--- src/rtl/xcvr_pkg.sv ---
package xcvr_pkg;
  // Source chosen by a direction's select input
  typedef enum logic {
    SRC_LIVE   = 1'b0,
    SRC_STORED = 1'b1
  } src_sel_e;

  localparam int unsigned NUM_DIR = 2;
  localparam int unsigned DIR_AB  = 0;
  localparam int unsigned DIR_BA  = 1;
endpackage

--- src/rtl/xcvr_capture_reg.sv ---
module xcvr_capture_reg #(
  parameter int unsigned W = 8
) (
  input  logic         clk,
  input  logic         rst,
  input  logic         cap,
  input  logic [W-1:0] d,
  output logic [W-1:0] q
);
  always_ff @(posedge clk) begin
    if (rst)      q <= '0;
    else if (cap) q <= d;
  end
endmodule

--- src/rtl/xcvr_bus_resolve.sv ---
module xcvr_bus_resolve
  import xcvr_pkg::*;
#(
  parameter int unsigned W = 8
) (
  input  logic         en_ab,
  input  logic         en_ba,
  input  src_sel_e     src_ab,
  input  src_sel_e     src_ba,
  input  logic [W-1:0] a_in,
  input  logic [W-1:0] b_in,
  input  logic [W-1:0] q_ab,
  input  logic [W-1:0] q_ba,
  input  logic [W-1:0] keep,
  output logic [W-1:0] a_bus,
  output logic [W-1:0] b_bus,
  output logic         loop
);
  logic live_ab, live_ba;

  assign live_ab = en_ab && (src_ab == SRC_LIVE);
  assign live_ba = en_ba && (src_ba == SRC_LIVE);
  assign loop    = live_ab && live_ba;

  // Each case is written out so the netlist has no combinational cycle
  always_comb begin
    if (loop) begin
      a_bus = keep;
      b_bus = keep;
    end else begin
      if (!en_ba)        a_bus = a_in;
      else if (!live_ba) a_bus = q_ba;
      else if (en_ab)    a_bus = q_ab;   // B side is stored-driven
      else               a_bus = b_in;

      if (!en_ab)        b_bus = b_in;
      else if (!live_ab) b_bus = q_ab;
      else if (en_ba)    b_bus = q_ba;   // A side is stored-driven
      else               b_bus = a_in;
    end
  end
endmodule

--- src/rtl/xcvr_bus_keeper.sv ---
module xcvr_bus_keeper #(
  parameter int unsigned W = 8
) (
  input  logic         clk,
  input  logic         rst,
  input  logic         loop,
  input  logic [W-1:0] a_bus,
  output logic [W-1:0] keep
);
  // Tracks the A bus until the loop closes, then freezes
  always_ff @(posedge clk) begin
    if (rst)        keep <= '0;
    else if (!loop) keep <= a_bus;
  end
endmodule

--- src/rtl/bidir_reg_xcvr.sv ---
module bidir_reg_xcvr
  import xcvr_pkg::*;
#(
  parameter int unsigned W = 8
) (
  input  logic         clk,
  input  logic         rst,
  input  logic [W-1:0] a_in,
  output logic [W-1:0] a_out,
  output logic         a_oe,
  input  logic [W-1:0] b_in,
  output logic [W-1:0] b_out,
  output logic         b_oe,
  input  logic         cap_ab,
  input  logic         cap_ba,
  input  logic         sel_ab,
  input  logic         sel_ba,
  input  logic         oe_ab,
  input  logic         oe_ba_n
);
  logic         en_ab, en_ba, loop;
  logic [W-1:0] a_bus, b_bus, keep, q_ab, q_ba;
  logic [W-1:0] d_v [NUM_DIR];
  logic [W-1:0] q_v [NUM_DIR];
  logic         cap_v [NUM_DIR];

  assign en_ab = oe_ab;
  assign en_ba = !oe_ba_n;

  assign d_v[DIR_AB]   = a_bus;
  assign d_v[DIR_BA]   = b_bus;
  assign cap_v[DIR_AB] = cap_ab;
  assign cap_v[DIR_BA] = cap_ba;

  for (genvar d = 0; d < NUM_DIR; d++) begin : g_dir
    xcvr_capture_reg #(.W(W)) reg_i (
      .clk (clk),
      .rst (rst),
      .cap (cap_v[d]),
      .d   (d_v[d]),
      .q   (q_v[d])
    );
  end

  assign q_ab = q_v[DIR_AB];
  assign q_ba = q_v[DIR_BA];

  xcvr_bus_resolve #(.W(W)) resolve_i (
    .en_ab  (en_ab),
    .en_ba  (en_ba),
    .src_ab (src_sel_e'(sel_ab)),
    .src_ba (src_sel_e'(sel_ba)),
    .a_in   (a_in),
    .b_in   (b_in),
    .q_ab   (q_ab),
    .q_ba   (q_ba),
    .keep   (keep),
    .a_bus  (a_bus),
    .b_bus  (b_bus),
    .loop   (loop)
  );

  xcvr_bus_keeper #(.W(W)) keeper_i (
    .clk   (clk),
    .rst   (rst),
    .loop  (loop),
    .a_bus (a_bus),
    .keep  (keep)
  );

  assign a_oe  = en_ba;
  assign b_oe  = en_ab;
  assign a_out = en_ba ? a_bus : '0;
  assign b_out = en_ab ? b_bus : '0;
endmodule

--- config.mk ---
export PLATFORM = sky130hd
export DESIGN_NAME = bidir_reg_xcvr
export DESIGN_NICKNAME = d
export VERILOG_FILES = /design/src/rtl/xcvr_pkg.sv /design/src/rtl/xcvr_capture_reg.sv /design/src/rtl/xcvr_bus_resolve.sv /design/src/rtl/xcvr_bus_keeper.sv /design/src/rtl/bidir_reg_xcvr.sv
export SDC_FILE = /design/constraint.sdc
export NUM_CORES = 1
export LEC_CHECK = 0
export BUFFER_PORTS_ARGS = -buffer_cell sky130_fd_sc_hd__buf_2
export CAP_MARGIN = 20
export CORE_UTILIZATION = 52
export DETAILED_ROUTE_END_ITERATION = 10
export GPL_TIMING_DRIVEN = 0
export HOLD_SLACK_MARGIN = 0.08
export PLACE_DENSITY = 0.79
export SLEW_MARGIN = 20
export SYNTH_ARGS = -nofsm -noshare
export SYNTH_HDL_FRONTEND = slang
export SYNTH_SLANG_ARGS = --single-unit
--- constraint.sdc ---
create_clock -name clk -period 2.35 [get_ports clk]
set_input_delay 0.47 -clock clk [delete_from_list [all_inputs] [get_ports clk]]
set_output_delay 0.47 -clock clk [all_outputs]
set_load 0.01 [all_outputs]
### Word level (Yosys, flattened, before mapping)

Cells that the tools add are included.

* muxes and demuxes: 10
* bitwise operators: 2
* reductions and logical operators: 4

Operators with widths (count)
* $mux W8: 10
* $logic_and A1 B1 Y1: 3
* $not A1 Y1: 2
* $logic_not A1 Y1: 1

* register bits after elaboration: 24
* bits of input ports: 24
* output and inout bits: 18
* logic and storage cells: 19

### Logic depth before layout (Yosys ltp)

* word-level depth: 6
* gate-level depth with buffers: 6
* mapped depth without buffers: 3

### Hierarchy

A second synthesis with hierarchy kept.

* cell total of the unflattened synthesis: 171
* area total of the unflattened synthesis: 1476.4 µm²

Modules (own cells, without submodules)
* xcvr_capture_reg: instances 2, cells each 26, area an instance 285.3 µm²
* xcvr_bus_resolve: instances 1, cells each 75, area an instance 509.2 µm²
* xcvr_bus_keeper: instances 1, cells each 26, area an instance 285.3 µm²
* bidir_reg_xcvr: instances 1, cells each 18, area an instance 111.4 µm²

### Least setup slack after synthesis

Ideal clock, no wire load.

* kind: input -> output
* from: input port sel_ab
* to: output port a_out[2]
* arrival time: 1.712 ns
* data required time: 1.880 ns
* slack: 0.168 ns
* cell stages on the path: 5
* cells stage by stage: clkbuf_1 > or4b_4 > buf_6 > o211a_4 > a21oi_1

* word-level cells in the longest chain between the ends: 5

Ends and longest elaborated chain
* from (decl): line bidir_reg_xcvr.sv:16 `input logic sel_ab,`
* $not A1 Y1: line xcvr_bus_resolve.sv:21 `assign live_ab = en_ab && (src_ab == SRC_LIVE);`
* $logic_and A1 B1 Y1: line xcvr_bus_resolve.sv:21
* $logic_and A1 B1 Y1: line xcvr_bus_resolve.sv:23 `assign loop = live_ab && live_ba;`
* $mux W8: line xcvr_bus_resolve.sv:27 `if (loop) begin`
* $mux W8: line bidir_reg_xcvr.sv:73 `assign a_out = en_ba ? a_bus : '0;`
* to (decl): line bidir_reg_xcvr.sv:9 `output logic [W-1:0] a_out,`

No other way between the ends.

### Worst setup path after layout

* from: input port oe_ab
* to: output port a_out[1]

* word-level cells in the longest chain between the ends: 5
* elaborated cells between the ends (all ways): 7
* those cells by class: 5 x mux; 2 x reduce/logical

Ends and longest elaborated chain
* from (decl): line bidir_reg_xcvr.sv:18 `input logic oe_ab,`
* $mux W8: line xcvr_bus_resolve.sv:33 `else if (en_ab) a_bus = q_ab;`
* $mux W8: line xcvr_bus_resolve.sv:32 `else if (!live_ba) a_bus = q_ba;`
* $mux W8: line xcvr_bus_resolve.sv:31 `if (!en_ba) a_bus = a_in;`
* $mux W8 (*): line xcvr_bus_resolve.sv:27
* $mux W8 (*): line bidir_reg_xcvr.sv:73

Mark *: on every way between the ends. The rest lies on a longest branch, timed or not.

==> flow_summary.yaml <==
sta:
  fmaxAchievable_ghz: 0.430
  finClkSkew_ns: 0.00675
  relSlewSlack_pct: 60.1
  hold_violations: 0
  tightest_slew_ns: 0.598
  drv_slew: 0
  fin_crit_ns: 2.33
  finalCritPeriodShare_pct: 98.9
  setup_violations: 0
  setup_tns_ns: 0
  worst_slack_ns: 0.0249
detailed_routing:
  totalWireLength_mm: 4.65
  wl_per_cell_microns: 16.8
  drc: 0
  met1_length_mm: 2.03
  vias: 1701
  vias_per_cell: 6.16
  drt_iter0_markers: 82
  wl_met2_mm: 2.04
  antenna_left: 0
  top_layer_used: "met4"
  dr_wl_met3_microns: 536
  firstDrtPassIters: 5
worst_setup_path:
  crit_type: "input port to output port"
  r2r_start: "g_dir[1].reg_i.q[5]"
  ff2ff_path_depth: 5
  path_cells: "clkbuf_4 -> or4b_4 -> buf_6 -> o211ai_1 -> nor3_1 -> buf_2"
  crit_arrival_ns: 1.86
  critPathLaunchType: "input port"
  crit_required_ns: 1.88
  startpoint: "oe_ab"
  path_depth: 6
  slowest_delay_ns: 0.56
  cp.buffers_inverters: 3
  path_max_fanout: 10
  path_delay_family: "simple AND/OR/NAND/NOR gates"
  critical_path.endpoint_type: "output port"
  slowest_stage: "or4b_4"
cts:
  clock-sinks: 24
  ctsHoldBuffers: 0
  cts_tree: "built"
  clk_path_buf_depth: 2
  cts_htree_levels: 1
  numCtsBuffers: 3
  clk_pin_slew_ns: 0.15
  clk_latency_ns: 0.33
  root_buffer: "clkbuf_4"
cells_and_area:
  syn_to_final_growth_pct: 20.7
  fin_cells: 276
  drive_gt1_share_pct: 30.6
  fin_nets: 270
  mostFrequentLayoutCells: "35 x buf_2, 24 x a21oi_1, 24 x dfxtp_1"
  final_core_util_pct: 67.2
  mostFrequentLayoutCell: "buf_2"
  antenna_cells: 0
pwr:
  p_leak_nw: 0.758
  power_mw: 0.954
  peakVddDrop_mv: 0.382
  powerDensity_mw_per_mm2: 510
yosys:
  seq_area_frac_synth_pct: 31.0
  syn_nets: 223
  synth-seq-cells: 24
  synthFlopType: "dfxtp_1"
  syn-instance-count: 199
  avgSynthCellArea_sq_um: 7.78
  yosysUniqueCellTypes: 27
  synth_edf_count: 0
  netlist_area_sq_mm: 0.00155
  yosysWarnings: 0
  async_reset_ff_share_pct: 0
worst_hold_path:
  min_from: "g_dir[1].reg_i.q[1]"
  min_path_cells: 2
  min_path_type: "flop to flop"
grt:
  grt_max_degree: 14
  grt_use_total_pct: 29.4
  globalRouteOverflowTotal: 0
  grt_pass1_wl_mm: 7.31
  antenna_found_initial: 0
  grt_pass1_vias: 1518
die:
  placementRows: 19
  dieArea_sq_mm: 0.00320
  io_pins: 42
  core_area_sq_mm: 0.00278
  initial_utilization_pct: 55.7
  die_y_microns: 56.6
  die_x_microns: 56.6
status:
  outcome: "finished, final reports clean"
placed_design:
  pre_cts_ws_ns: -0.154
  dp_hpwl_mm: 3.08
  place.gp.congestion: 0.928
  io_buffers: 37
  placed_cells: 267
flow_run:
  cap_violations: 0
## layer usage
| metal | track usage (%) | vias to the layer above |
|---|---|---|
| met2 | 46.2 | 117 |
| met4 | 10.5 | 0 |
| met5 | 0 | - |
| met1 | 41.9 | 756 |
| li1 | - | 821 |
| met3 | 2.76 | 7 |
## cells by family after synthesis
| group | count (synthesis) | synth area share, % |
|---|---|---|
| AND/OR/NAND/NOR | 88 | 33.6 |
| AO/OA/AOI/OAI | 66 | 28.1 |
| flip-flops | 24 | 31.0 |
| buffers and inverters | 20 | 6.54 |
| multiplexers | 1 | 0.727 |
## synth_stat cells (2+ instances only)
cell	n	share of area (%)
or3b_2	7	4.0
nand2_1	15	3.6
nor2b_1	2	0.81
nand3_1	7	2.3
dfxtp_1	24	31
buf_1	2	0.48
nand2b_1	23	9.3
a311oi_1	2	1.1
o21ai_0	15	4.8
clkbuf_1	11	2.7
nor3_1	14	4.5
inv_1	3	0.73
o211ai_1	7	3.4
nand3b_1	8	3.9
or2_2	8	3.2
a21oi_1	24	7.8
buf_6	3	2.2
o21bai_1	2	0.97
o32ai_1	14	7.9
## power breakdown
group,leakage (nW),internal [mW],switching [mW]
combinational,0.538,0.116,0.143
sequential,0.199,0.440,0.0207
clock,0.0210,0.0948,0.139
total,0.758,0.651,0.303
## flip-flops by register name (all words and copies together), names as in the netlist
| signal | count |
|---|---|
| keeper_i.keep | 8 |
| g_dir.reg_i.q | 16 |
## tightest hold or removal path, cell delays in order (launching register included)
cell	delay (ns)
dfxtp_1	0.34
nand2b_1	0.06
o32ai_1	0.07
## timing repair
| action | 4_1_cts | 5_1_grt |
|---|---|---|
| pin swaps | 2 | 6 |
| endpoints found under the setup margin | 12 | 12 |
| buffers inserted | 2 | 4 |
| gates cloned | 0 | 0 |
| gates resized for setup | 4 | 18 |
## per-stage QoR
step,area (sq um),hold WS (ns)
floorplan,1550,0.458
detailed placement,1770,0.473
global placement,1770,0.476
finish,1870,0.500
global route,1870,0.519
CTS,1820,0.498
## final timing paths
check / to / slack (ns)
worst max-delay path: a_out[1] / 0.02
worst min-delay path: g_dir[1].reg_i.q[1] / 0.50
worst max register to register: g_dir[0].reg_i.q[5] / 0.92
worst min register to register: g_dir[1].reg_i.q[1] / 0.50
## cell type report
| cell class | instances | area (sq um) |
|---|---|---|
| Multi-Input combinational cell | 155 | 967 |
| Fill cell | 249 | 912 |
| Sequential cell | 24 | 480 |
| Timing Repair Buffer | 43 | 240 |
| Buffer | 16 | 95.1 |
| Tap cell | 31 | 38.8 |
| Clock buffer | 4 | 36.3 |
| Inverter | 3 | 11.3 |
Power figures use the tool's default switching activity.
